===== src/rtl/vtg_pkg.sv =====
package vtg_pkg;

  // Vertical sync duration selector.
  typedef enum logic {
    VSD_2P5 = 1'b0,
    VSD_3   = 1'b1
  } vsync_dur_e;

  // Vertical sync length expressed in half-lines.
  localparam int unsigned VS_HALVES_SHORT = 5;
  localparam int unsigned VS_HALVES_LONG  = 6;

  // Number of synchronizer stages on reset release.
  localparam int unsigned RST_SYNC_STAGES = 2;

endpackage


===== src/rtl/vtg_rst_sync.sv =====
module vtg_rst_sync #(
  parameter int unsigned STAGES = 2
) (
  input  logic clk,
  input  logic rst_n_in,
  output logic rst_n_out
);

  logic [STAGES-1:0] sync_q;
  logic [STAGES-1:0] sync_d;

  always_comb begin
    sync_d = {sync_q[STAGES-2:0], 1'b1};
  end

  always_ff @(posedge clk or negedge rst_n_in) begin
    if (!rst_n_in) begin
      sync_q <= '0;
    end else begin
      sync_q <= sync_d;
    end
  end

  assign rst_n_out = sync_q[STAGES-1];

endmodule


===== src/rtl/vtg_cfg_shadow.sv =====
module vtg_cfg_shadow #(
  parameter int unsigned HW = 12,
  parameter int unsigned VW = 10
) (
  input  logic          clk,
  input  logic          rst_n,
  input  logic          load,
  input  logic [HW-1:0] cfg_line_len,
  input  logic [HW-1:0] cfg_hsync_w,
  input  logic [HW-1:0] cfg_burst_start,
  input  logic [HW-1:0] cfg_burst_w,
  input  logic [HW-1:0] cfg_hact_ofs,
  input  logic [HW-1:0] cfg_hact_len,
  input  logic [VW-1:0] cfg_field_lines,
  input  logic [VW-1:0] cfg_vact_ofs,
  input  logic [VW-1:0] cfg_vact_len,
  input  logic          cfg_vsync_3l,
  output logic [HW-1:0] q_line_len,
  output logic [HW-1:0] q_hsync_w,
  output logic [HW-1:0] q_burst_start,
  output logic [HW-1:0] q_burst_w,
  output logic [HW-1:0] q_hact_ofs,
  output logic [HW-1:0] q_hact_len,
  output logic [VW-1:0] q_field_lines,
  output logic [VW-1:0] q_vact_ofs,
  output logic [VW-1:0] q_vact_len,
  output logic          q_vsync_3l
);

  localparam int unsigned NH = 6;
  localparam int unsigned NV = 3;

  logic [HW-1:0] h_in [NH];
  logic [HW-1:0] h_q  [NH];
  logic [HW-1:0] h_d  [NH];
  logic [VW-1:0] v_in [NV];
  logic [VW-1:0] v_q  [NV];
  logic [VW-1:0] v_d  [NV];
  logic          vs_q;
  logic          vs_d;

  assign h_in[0] = cfg_line_len;
  assign h_in[1] = cfg_hsync_w;
  assign h_in[2] = cfg_burst_start;
  assign h_in[3] = cfg_burst_w;
  assign h_in[4] = cfg_hact_ofs;
  assign h_in[5] = cfg_hact_len;
  assign v_in[0] = cfg_field_lines;
  assign v_in[1] = cfg_vact_ofs;
  assign v_in[2] = cfg_vact_len;

  // Horizontal timing fields: one enabled register each.
  for (genvar gi = 0; gi < NH; gi++) begin : g_hreg
    always_comb begin
      h_d[gi] = load ? h_in[gi] : h_q[gi];
    end
    always_ff @(posedge clk or negedge rst_n) begin
      if (!rst_n) begin
        h_q[gi] <= '0;
      end else begin
        h_q[gi] <= h_d[gi];
      end
    end
  end

  // Vertical timing fields.
  for (genvar gv = 0; gv < NV; gv++) begin : g_vreg
    always_comb begin
      v_d[gv] = load ? v_in[gv] : v_q[gv];
    end
    always_ff @(posedge clk or negedge rst_n) begin
      if (!rst_n) begin
        v_q[gv] <= '0;
      end else begin
        v_q[gv] <= v_d[gv];
      end
    end
  end

  always_comb begin
    vs_d = load ? cfg_vsync_3l : vs_q;
  end

  always_ff @(posedge clk or negedge rst_n) begin
    if (!rst_n) begin
      vs_q <= 1'b0;
    end else begin
      vs_q <= vs_d;
    end
  end

  assign q_line_len    = h_q[0];
  assign q_hsync_w     = h_q[1];
  assign q_burst_start = h_q[2];
  assign q_burst_w     = h_q[3];
  assign q_hact_ofs    = h_q[4];
  assign q_hact_len    = h_q[5];
  assign q_field_lines = v_q[0];
  assign q_vact_ofs    = v_q[1];
  assign q_vact_len    = v_q[2];
  assign q_vsync_3l    = vs_q;

endmodule


===== src/rtl/vtg_counters.sv =====
module vtg_counters #(
  parameter int unsigned HW = 12,
  parameter int unsigned VW = 10
) (
  input  logic          clk,
  input  logic          rst_n,
  input  logic [HW-1:0] q_line_len,
  input  logic [VW-1:0] q_field_lines,
  output logic          started,
  output logic          field_start,
  output logic [HW-1:0] pix,
  output logic [VW-1:0] line,
  output logic          field
);

  localparam logic [HW-1:0] H_ONE = {{(HW-1){1'b0}}, 1'b1};
  localparam logic [VW-1:0] V_ONE = {{(VW-1){1'b0}}, 1'b1};

  logic          started_q, started_d;
  logic [HW-1:0] pix_q, pix_d;
  logic [VW-1:0] line_q, line_d;
  logic          field_q, field_d;
  logic          pix_last;
  logic          line_last;
  logic          field_end;

  always_comb begin
    pix_last  = (pix_q == (q_line_len - H_ONE));
    line_last = (line_q == (q_field_lines - V_ONE));
    field_end = started_q && pix_last && line_last;
  end

  // Next-state logic for the raster position.
  always_comb begin
    started_d = 1'b1;
    pix_d     = pix_q;
    line_d    = line_q;
    field_d   = field_q;
    if (!started_q) begin
      pix_d   = '0;
      line_d  = '0;
      field_d = 1'b0;
    end else if (pix_last) begin
      pix_d = '0;
      if (line_last) begin
        line_d  = '0;
        field_d = ~field_q;
      end else begin
        line_d = line_q + V_ONE;
      end
    end else begin
      pix_d = pix_q + H_ONE;
    end
  end

  always_ff @(posedge clk or negedge rst_n) begin
    if (!rst_n) begin
      started_q <= 1'b0;
      pix_q     <= '0;
      line_q    <= '0;
      field_q   <= 1'b0;
    end else begin
      started_q <= started_d;
      pix_q     <= pix_d;
      line_q    <= line_d;
      field_q   <= field_d;
    end
  end

  // Shadow reload request: first start, and every field boundary.
  assign field_start = !started_q || field_end;
  assign started     = started_q;
  assign pix         = pix_q;
  assign line        = line_q;
  assign field       = field_q;

endmodule


===== src/rtl/vtg_decode.sv =====
module vtg_decode
  import vtg_pkg::*;
#(
  parameter int unsigned HW = 12,
  parameter int unsigned VW = 10
) (
  input  logic          started,
  input  logic [HW-1:0] pix,
  input  logic [VW-1:0] line,
  input  logic          field,
  input  logic [HW-1:0] q_line_len,
  input  logic [HW-1:0] q_hsync_w,
  input  logic [HW-1:0] q_burst_start,
  input  logic [HW-1:0] q_burst_w,
  input  logic [HW-1:0] q_hact_ofs,
  input  logic [HW-1:0] q_hact_len,
  input  logic [VW-1:0] q_vact_ofs,
  input  logic [VW-1:0] q_vact_len,
  input  logic          q_vsync_3l,
  output logic          hsync,
  output logic          vsync,
  output logic          burst_gate,
  output logic          blank,
  output logic          active
);

  localparam int unsigned HX = HW + 1;
  localparam int unsigned VX = VW + 1;
  localparam int unsigned HL = VW + 2;

  logic [HW-1:0] half_len;
  logic          past_half;
  logic [HL-1:0] half_idx;
  logic [HL-1:0] vs_first;
  logic [HL-1:0] vs_len;
  logic [HL-1:0] vs_stop;
  logic [HX-1:0] pix_x;
  logic [HX-1:0] burst_stop;
  logic [HX-1:0] hact_stop;
  logic [VX-1:0] line_x;
  logic [VX-1:0] vact_stop;
  logic          hs_win, burst_win, hforce, vs_win, h_win, v_win;

  // Half-line position within the field.
  always_comb begin
    half_len  = {1'b0, q_line_len[HW-1:1]};
    past_half = (pix >= half_len);
    half_idx  = {1'b0, line, past_half};
    vs_first  = {{(HL-1){1'b0}}, field};
    vs_len    = (vsync_dur_e'(q_vsync_3l) == VSD_3) ? HL'(VS_HALVES_LONG)
                                                    : HL'(VS_HALVES_SHORT);
    vs_stop   = vs_first + vs_len;
    vs_win    = (half_idx >= vs_first) && (half_idx < vs_stop);
  end

  // Horizontal windows.
  always_comb begin
    pix_x      = {1'b0, pix};
    burst_stop = {1'b0, q_burst_start} + {1'b0, q_burst_w};
    hact_stop  = {1'b0, q_hact_ofs} + {1'b0, q_hact_len};
    hs_win     = (pix < q_hsync_w);
    burst_win  = (pix >= q_burst_start) && (pix_x < burst_stop);
    hforce     = hs_win || (pix_x < burst_stop);
    h_win      = (pix >= q_hact_ofs) && (pix_x < hact_stop);
  end

  // Vertical window.
  always_comb begin
    line_x    = {1'b0, line};
    vact_stop = {1'b0, q_vact_ofs} + {1'b0, q_vact_len};
    v_win     = (line >= q_vact_ofs) && (line_x < vact_stop);
  end

  // Output gating: idle until counting has started.
  always_comb begin
    hsync      = started && hs_win;
    vsync      = started && vs_win;
    burst_gate = started && burst_win;
    active     = started && h_win && v_win && !hforce && !vs_win;
    blank      = !active;
  end

endmodule


===== src/rtl/vtg_timer.sv =====
module vtg_timer
  import vtg_pkg::*;
#(
  parameter int unsigned HW = 12,
  parameter int unsigned VW = 10
) (
  input  logic          clk,
  input  logic          rst_n,
  input  logic [HW-1:0] cfg_line_len,
  input  logic [HW-1:0] cfg_hsync_w,
  input  logic [HW-1:0] cfg_burst_start,
  input  logic [HW-1:0] cfg_burst_w,
  input  logic [HW-1:0] cfg_hact_ofs,
  input  logic [HW-1:0] cfg_hact_len,
  input  logic [VW-1:0] cfg_field_lines,
  input  logic [VW-1:0] cfg_vact_ofs,
  input  logic [VW-1:0] cfg_vact_len,
  input  logic          cfg_vsync_3l,
  output logic          hsync,
  output logic          vsync,
  output logic          burst_gate,
  output logic          blank,
  output logic          active,
  output logic          field,
  output logic [HW-1:0] pix_cnt,
  output logic [VW-1:0] line_cnt
);

  logic          rst_n_int;
  logic          started;
  logic          field_start;
  logic [HW-1:0] sh_line_len, sh_hsync_w, sh_burst_start, sh_burst_w;
  logic [HW-1:0] sh_hact_ofs, sh_hact_len;
  logic [VW-1:0] sh_field_lines, sh_vact_ofs, sh_vact_len;
  logic          sh_vsync_3l;

  vtg_rst_sync #(.STAGES(RST_SYNC_STAGES)) u_rst_sync (
    .clk       (clk),
    .rst_n_in  (rst_n),
    .rst_n_out (rst_n_int)
  );

  vtg_cfg_shadow #(.HW(HW), .VW(VW)) u_shadow (
    .clk             (clk),
    .rst_n           (rst_n_int),
    .load            (field_start),
    .cfg_line_len    (cfg_line_len),
    .cfg_hsync_w     (cfg_hsync_w),
    .cfg_burst_start (cfg_burst_start),
    .cfg_burst_w     (cfg_burst_w),
    .cfg_hact_ofs    (cfg_hact_ofs),
    .cfg_hact_len    (cfg_hact_len),
    .cfg_field_lines (cfg_field_lines),
    .cfg_vact_ofs    (cfg_vact_ofs),
    .cfg_vact_len    (cfg_vact_len),
    .cfg_vsync_3l    (cfg_vsync_3l),
    .q_line_len      (sh_line_len),
    .q_hsync_w       (sh_hsync_w),
    .q_burst_start   (sh_burst_start),
    .q_burst_w       (sh_burst_w),
    .q_hact_ofs      (sh_hact_ofs),
    .q_hact_len      (sh_hact_len),
    .q_field_lines   (sh_field_lines),
    .q_vact_ofs      (sh_vact_ofs),
    .q_vact_len      (sh_vact_len),
    .q_vsync_3l      (sh_vsync_3l)
  );

  vtg_counters #(.HW(HW), .VW(VW)) u_counters (
    .clk           (clk),
    .rst_n         (rst_n_int),
    .q_line_len    (sh_line_len),
    .q_field_lines (sh_field_lines),
    .started       (started),
    .field_start   (field_start),
    .pix           (pix_cnt),
    .line          (line_cnt),
    .field         (field)
  );

  vtg_decode #(.HW(HW), .VW(VW)) u_decode (
    .started       (started),
    .pix           (pix_cnt),
    .line          (line_cnt),
    .field         (field),
    .q_line_len    (sh_line_len),
    .q_hsync_w     (sh_hsync_w),
    .q_burst_start (sh_burst_start),
    .q_burst_w     (sh_burst_w),
    .q_hact_ofs    (sh_hact_ofs),
    .q_hact_len    (sh_hact_len),
    .q_vact_ofs    (sh_vact_ofs),
    .q_vact_len    (sh_vact_len),
    .q_vsync_3l    (sh_vsync_3l),
    .hsync         (hsync),
    .vsync         (vsync),
    .burst_gate    (burst_gate),
    .blank         (blank),
    .active        (active)
  );

endmodule


===== config.mk =====
export PLATFORM = sky130hd
export DESIGN_NAME = vtg_timer
export DESIGN_NICKNAME = d
export VERILOG_FILES = /design/src/rtl/vtg_pkg.sv /design/src/rtl/vtg_rst_sync.sv /design/src/rtl/vtg_cfg_shadow.sv /design/src/rtl/vtg_counters.sv /design/src/rtl/vtg_decode.sv /design/src/rtl/vtg_timer.sv
export SDC_FILE = /design/constraint.sdc
export NUM_CORES = 1
export LEC_CHECK = 0
export CORE_UTILIZATION = 40
export CTS_CLUSTER_SIZE = 8
export DETAILED_ROUTE_END_ITERATION = 10
export GPL_ROUTABILITY_DRIVEN = 0
export SKIP_LAST_GASP = 1
export SYNTH_ARGS = -nofsm -noshare
export SYNTH_HDL_FRONTEND = slang
export SYNTH_SLANG_ARGS = --single-unit

===== constraint.sdc =====
create_clock -name clk -period 9.3 [get_ports clk]
set_input_delay 0.93 -clock clk [delete_from_list [all_inputs] [get_ports clk]]
set_output_delay 0.93 -clock clk [all_outputs]
set_load 0.1 [all_outputs]

# --- Yosys cells after proc, flatten, opt, wreduce, memory -nomap -nowiden ---
# Cells that the tools add are included.
word_totals:
  register_bits: 129
  output_inout_bits: 28
  elab_cells: 67
classes:
  n_addsub: 8
  magnitude_cmp: 10
  n_eq_ne: 4
  n_mux: 9
  n_bitwise: 1
  reduce_logical: 20
ops:
  columns: ["operator", "n"]
  rows:
  - ["$mux W10", 3]
  - ["$add A12 B12 Y13", 2]
  - ["$lt A12 B13 Y1", 2]
  - ["$ge A12 B12 Y1", 2]
  - ["$mux W12", 2]
  - ["$logic_and A1 B1 Y1", 13]
  - ["$add A1 B12 Y12", 1]
  - ["$add A12 B1 Y12 const B", 1]
  - ["$eq A12 B12 Y1", 1]
  - ["$ge A12 B11 Y1", 1]
  - ["$lt A11 B12 Y1", 1]
  - ["$lt A12 B12 Y1", 1]
  - ["$sub A12 B1 Y12 const B", 1]
  - ["$add A10 B10 Y11", 1]
  - ["$ge A11 B1 Y1", 1]
  - ["$lt A10 B11 Y1", 1]
  - ["$add A10 B1 Y10 const B", 1]
  - ["$eq A10 B10 Y1", 1]
  - ["$ge A10 B10 Y1", 1]
  - ["$sub A10 B1 Y10 const B", 1]
  - ["$logic_not A1 Y1", 4]
  - ["$ne A2 B2 Y1 const B", 2]
  - ["$mux W1", 3]
  - ["$logic_or A1 B1 Y1", 2]
  - ["other kinds (3)", 3]

# --- Longest topological paths before layout ---
depth:
  ltp_word: 8
  mapped_depth: 17
  mapped_depth_nobuf: 17

# --- Cells and area by module ---
# A second synthesis with hierarchy kept.
unflattened:
  cells_unflattened: 912
  area_unflattened_um2: 9380.2
by_module_without_submodules:
  columns: ["mod", "n_inst", "cells_each", "area_each_um2", "seq_area_each_um2"]
  rows:
  - ["vtg_cfg_shadow", 1, 217, 3838.7, 2577.5]
  - ["vtg_decode", 1, 462, 3530.9, 0.0]
  - ["vtg_counters", 1, 230, 1956.9, 600.6]
  - ["vtg_rst_sync", 1, 3, 53.8, 50.0]

# --- Worst setup path after synthesis ---
# OpenSTA, ideal clock, no wires.
synth_timing:
  path_type: "register to output"
  startpoint: "register u_shadow.h_q (netlist bit u_shadow.q_burst_start[0])"
  endpoint: "output port burst_gate"
  arrival_ns: 5.642
  required_ns: 8.370
  path_slack_ns: 2.728
  stages_incl_launch_ff: 16
  n_path_buf: 0
  path_cell_list: "dfrtp_1 > ha_1 > inv_1 > fa_1 > nor2b_1 > o21a_1 > a311oi_1 > xor2_1 > ha_1 > a21oi_1 > and3_1 > o21ai_0 > a2111oi_0 > o21a_1 > a211oi_1 > nor4_1"
synth_between:
  elab_chain_cells: 4
  word_cells_on_any_way: 5
synth_lines:
  columns: ["item", "line_no", "text"]
  rows:
  - ["from (decl)", "vtg_cfg_shadow.sv:34", "logic [HW-1:0] h_q [NH];"]
  - ["from (signal, indexed assignment)", "vtg_cfg_shadow.sv:61", "h_q[gi] <= h_d[gi];"]
  - ["$add A12 B12 Y13", "vtg_decode.sv:59", "burst_stop = {1'b0, q_burst_start} + {1'b0, q_burst_w};"]
  - ["$lt A12 B13 Y1", "vtg_decode.sv:62", "burst_win = (pix >= q_burst_start) && (pix_x < burst_stop);"]
  - ["$logic_and A1 B1 Y1 *", "vtg_decode.sv:62", null]
  - ["$logic_and A1 B1 Y1 *", "vtg_decode.sv:78", "burst_gate = started && burst_win;"]
  - ["to (decl)", "vtg_timer.sv:21", "output logic burst_gate,"]
# Mark *: on every way between the ends. The rest lies on a longest branch, timed or not.

# --- Final worst setup path ---
layout_timing:
  startpoint: "register u_shadow.v_q (netlist bit u_shadow.q_vact_ofs[1])"
  endpoint: "output port active"
layout_between:
  elab_chain_cells: 6
  word_cells_on_any_way: 7
layout_lines:
  columns: ["item", "line_no", "text"]
  rows:
  - ["from (decl)", "vtg_cfg_shadow.sv:37", "logic [VW-1:0] v_q [NV];"]
  - ["from (signal, indexed assignment)", "vtg_cfg_shadow.sv:75", "v_q[gv] <= v_d[gv];"]
  - ["$add A10 B10 Y11", "vtg_decode.sv:70", "vact_stop = {1'b0, q_vact_ofs} + {1'b0, q_vact_len};"]
  - ["$lt A10 B11 Y1", "vtg_decode.sv:71", "v_win = (line >= q_vact_ofs) && (line_x < vact_stop);"]
  - ["$logic_and A1 B1 Y1 *", "vtg_decode.sv:71", null]
  - ["$logic_and A1 B1 Y1 * (3 in series)", "vtg_decode.sv:79", "active = started && h_win && v_win && !hforce && !vs_win;"]
  - ["to (decl)", "vtg_timer.sv:23", "output logic active,"]
# Marked as above.

==> summary.json <==
{
  "core-area": {"value": 0.0228, "unit": "mm2"},
  "clk_latency": {"value": 0.43, "unit": "ns"},
  "grt_start_max_net_pins": {"value": 65},
  "synth_largest_area_cell": {"value": "sky130_fd_sc_hd__dfrtp_1"},
  "multiInputGateArea": {"value": 0.00570, "unit": "mm2"},
  "final_period_minus_worst_setup_slack": {"value": 6.25, "unit": "ns"},
  "drt.antenna.violating_nets": {"value": 0},
  "cts-hold-fix-buffers": {"value": 0},
  "met3_usage": {"value": 3.33, "unit": "%"},
  "filler_cells_inserted": {"value": 2163},
  "clock_slew_at_the_register_clock_pins_of_the_worst_setup_and_hold_paths": {"value": 0.06, "unit": "ns"},
  "synth_cell_type_count": {"value": 61},
  "intPower": {"value": 1290, "unit": "uW"},
  "postSynth.topFlopCell": {"value": "sky130_fd_sc_hd__dfrtp_1"},
  "global_route.usage.total": {"value": 19.5, "unit": "%"},
  "avgSynthCellArea": {"value": 10.3, "unit": "um2"},
  "syn-instance-count": {"value": 916},
  "h-tree-depth": {"value": 4},
  "power.total": {"value": 1820, "unit": "uW"},
  "synth_seq_area_share": {"value": 34.2, "unit": "%"},
  "p_per_area": {"value": 157, "unit": "mW/mm2"},
  "cpLargestDelayFamily": {"value": "compound AO/OA/AOI/OAI gates"},
  "layout_commonest_cell": {"value": "sky130_fd_sc_hd__clkdlybuf4s50_1"},
  "io_pins": {"value": 133},
  "post_cts_resize_count": {"value": 0},
  "criticalPathCategory": {"value": "reg -> out"},
  "worst_setup_path_end_kind": {"value": "primary output"},
  "timing.critical_path.from_type": {"value": "flop"},
  "maxSlewViolCount": {"value": 0},
  "global_route.usage.met2": {"value": 30.7, "unit": "%"},
  "ys_async_sr_fraction": {"value": 100, "unit": "%"},
  "fp.dieArea": {"value": 0.0242, "unit": "mm2"},
  "vias": {"value": 7177},
  "die-width": {"value": 156, "unit": "um"},
  "total_wire_length_after_detailed_routing": {"value": 22200, "unit": "um"},
  "synthesis.area": {"value": 0.00943, "unit": "mm2"},
  "initial_utilization": {"value": 41.3, "unit": "%"},
  "post_drt_via_cell_ratio": {"value": 5.22},
  "grt_pass1_wl": {"value": 36900, "unit": "um"},
  "cts-root-to-sink-buffers": {"value": 2},
  "most_utilized_layer_in_the_global_route_result": {"value": "met2"},
  "crit_required": {"value": 8.37, "unit": "ns"},
  "number_of_enable_flip_flop_cells_after_synthesis": {"value": 0},
  "grt_util_met1": {"value": 27.2, "unit": "%"},
  "clock.fmax": {"value": 0.160, "unit": "GHz"},
  "synth_top_area_share": {"value": 34.2, "unit": "%"},
  "detailedRoute.firstPassIterationCount": {"value": 4},
  "post_cts_setup_repair_buffer_count": {"value": 0},
  "clock_tree_from_tritoncts": {"value": "done"},
  "share_seq_of_total_power": {"value": 36.2, "unit": "%"},
  "grt_setup_unrepaired": {"value": "no"},
  "vias_in_the_first_global_route": {"value": 7234},
  "insertedDiodeCount": {"value": 0},
  "finClkSkew": {"value": 0.00702, "unit": "ns"},
  "leakagePower": {"value": 0.00531, "unit": "uW"},
  "post_synth_main_area_contributors": {"value": "sky130_fd_sc_hd__dfrtp_1 (34%), sky130_fd_sc_hd__ha_1 (17%), sky130_fd_sc_hd__mux2_1 (8.4%), sky130_fd_sc_hd__mux2_2 (3.9%), sky130_fd_sc_hd__inv_1 (2.9%)"},
  "clock_tree.root_cell": {"value": "sky130_fd_sc_hd__clkbuf_16"},
  "fin_worst_hold_slack": {"value": 0.354, "unit": "ns"},
  "vdd_ir_drop_max": {"value": 99.5, "unit": "uV"},
  "final_util": {"value": 50.7, "unit": "%"},
  "clock_power_share": {"value": 39.4, "unit": "%"},
  "switching_power": {"value": 528, "unit": "uW"},
  "max_cap_viol_count": {"value": 0},
  "hold_path.class": {"value": "reg -> reg"},
  "port_buffers": {"value": 132},
  "switching_share": {"value": 29.0, "unit": "%"},
  "final_cells": {"value": 1374},
  "total_grt_overflow": {"value": 0},
  "number_of_violations_reported_at_the_end_of_detailed_routing_iteration_0": {"value": 283},
  "finalSetupTns": {"value": 0, "unit": "ns"},
  "drt-wirelength-per-cell": {"value": 16.2, "unit": "um"},
  "dp_cells": {"value": 1342},
  "critical_path.max_fanout": {"value": 4},
  "final-setup-viol-count": {"value": 0},
  "finish.net_count": {"value": 1287},
  "ys_warn_count": {"value": 0},
  "worst_slew_margin": {"value": 29.7, "unit": "%"},
  "number_of_antenna_violations_at_the_first_check_in_global_routing": {"value": 0},
  "clock_sink_count": {"value": 129},
  "commonest_cells_after_routing_fill_and_taps_aside": {"value": "sky130_fd_sc_hd__clkdlybuf4s50_1 (132), sky130_fd_sc_hd__ha_1 (131), sky130_fd_sc_hd__dfrtp_1 (128)"},
  "final-hold-violation-count": {"value": 0},
  "yosys_register_bits": {"value": 129},
  "timing_worst_slew_pin_value": {"value": 1.05, "unit": "ns"},
  "flow.area_growth_from_synthesis": {"value": 22.8, "unit": "%"},
  "worstPathArrival": {"value": 5.32, "unit": "ns"},
  "detailed_place_hpwl": {"value": 16400, "unit": "um"},
  "crit_chain": {"value": "ha_1 -> a21o_1 -> a21oi_1 -> nor2b_1 -> o21a_1 -> o41ai_1 -> xor2_1 -> ha_1 -> a211oi_1 -> o21ai_0 -> a21oi_1 -> o21ai_0 -> a31oi_1 -> nor4b_1 -> and3_1 -> clkdlybuf4s50_1"},
  "drc": {"value": 0},
  "crit_path_max_incr_delay": {"value": 1.15, "unit": "ns"},
  "fin_crit_sh": {"value": 67.2, "unit": "%"},
  "row_count": {"value": 55},
  "combinationalPowerShare": {"value": 24.5, "unit": "%"},
  "critPathBufInv": {"value": 1},
  "seq_area": {"value": 0.00323, "unit": "mm2"},
  "cp_slowest_cell": {"value": "sky130_fd_sc_hd__clkdlybuf4s50_1"},
  "status": {"value": "complete, no violations"},
  "die_y": {"value": 156, "unit": "um"},
  "cts-buffers-inserted": {"value": 17},
  "drive_above_1_share": {"value": 6.69, "unit": "%"}
}
==> path summary, 6_finish.rpt <==
check                           depth (start not counted)                   start                endpoint  slack (ns)
worst max-delay path                                   16  u_shadow.q_vact_ofs[1]                  active        3.05
worst max register to register                          9  u_shadow.q_line_len[2]  u_shadow.q_burst_w[11]        4.45
worst min register to register                          0    u_rst_sync.sync_q[0]    u_rst_sync.sync_q[1]        0.35
min in group asynchronous                               0    u_rst_sync.sync_q[1]  u_shadow.q_line_len[6]        0.44
max in group asynchronous                               1    u_rst_sync.sync_q[1]  u_shadow.q_hact_ofs[9]        7.50
worst min-delay path                                    0    u_rst_sync.sync_q[0]    u_rst_sync.sync_q[1]        0.35
==> worst reg2reg max path, cell delays in order (launching register included) <==
cell and delay [ns]:
sky130_fd_sc_hd__dfrtp_1 0.46, sky130_fd_sc_hd__or3_4 0.43, sky130_fd_sc_hd__or4_1 0.46, sky130_fd_sc_hd__a2111oi_1 0.46, sky130_fd_sc_hd__nand4_1 0.17, sky130_fd_sc_hd__a211o_1 0.55, sky130_fd_sc_hd__o21ai_4 0.57, sky130_fd_sc_hd__buf_4 0.46
sky130_fd_sc_hd__buf_4 0.73, sky130_fd_sc_hd__mux2_2 0.45
==> cell families after synthesis <==
group / after synthesis / synth area share (%)
compound gates: 175 / 12.5
xor+xnor: 60 / 5.57
fa+ha+maj: 134 / 18.0
buf+inv: 98 / 5.35
flops: 129 / 34.2
mux: 104 / 12.4
other cells: 1 / 0.0398
simple gates: 215 / 11.9
==> final cells by class <==
type	instances	area share (%)
clock inverter	10	1.36
timing repair buffer	137	11.7
tap	313	3.38
clock buffer	22	4.01
multi-input combinational	690	49.2
inverter	73	2.37
sequential	129	27.9
==> power groups by stage <==
stage,Combinational (uW),Clock [uW],Sequential [uW]
floorplan,327,0,662
global placement,438,0,668
CTS,449,734,660
detailed placement,445,0,670
finish,445,717,659
global route,507,761,669
==> sequential cells by signal (all words and copies together), names as in the netlist <==
register / flops
u_rst_sync.sync_q: 2
u_counters.field: 1
u_shadow.q_line_len: 12
u_shadow.q_burst_start: 12
u_shadow.q_burst_w: 12
u_counters.line: 10
u_shadow.q_vact_len: 10
u_shadow.q_hsync_w: 12
u_shadow.q_field_lines: 10
u_shadow.q_hact_ofs: 12
u_shadow.q_vact_ofs: 10
u_shadow.q_hact_len: 12
u_shadow.q_vsync_3l: 1
u_counters.pix: 12
u_counters.started: 1
==> stage by stage <==
stage	instance area (um2)	setup slack, ns
4_1_cts	11600	3.02
6_report	11600	3.05
2_1_floorplan	9430	2.73
3_5_place_dp	11000	3.50
3_3_place_gp	11000	3.60
5_1_grt	11600	2.72
==> cell usage after synthesis, drive strengths merged, types with 3 or more instances <==
| library cell | count |
|---|---|
| a2111oi | 3 |
| a211o | 4 |
| a211oi | 7 |
| a21o | 20 |
| a21oi | 38 |
| a311oi | 3 |
| a31oi | 10 |
| a32oi | 9 |
| a41oi | 3 |
| and2 | 3 |
| and3 | 18 |
| buf | 11 |
| clkbuf | 14 |
| dfrtp | 129 |
| fa | 3 |
| ha | 131 |
| inv | 73 |
| mux2 | 103 |
| nand2 | 42 |
| nand2b | 16 |
| nand3 | 23 |
| nand3b | 6 |
| nand4 | 8 |
| nand4b | 4 |
| nor2 | 47 |
| nor2b | 10 |
| nor3 | 14 |
| nor4 | 11 |
| o211ai | 4 |
| o21a | 16 |
| o21ai | 36 |
| o311ai | 5 |
| o41ai | 4 |
| or3 | 4 |
| xnor2 | 29 |
| xor2 | 31 |
==> routing by layer <==
layer	share of wire (%)	wire length (um)
met2	45	9940
met4	1.7	380
met5	0	0
met1	50	11200
met3	3.4	749
(Power assumes the default switching activity.)
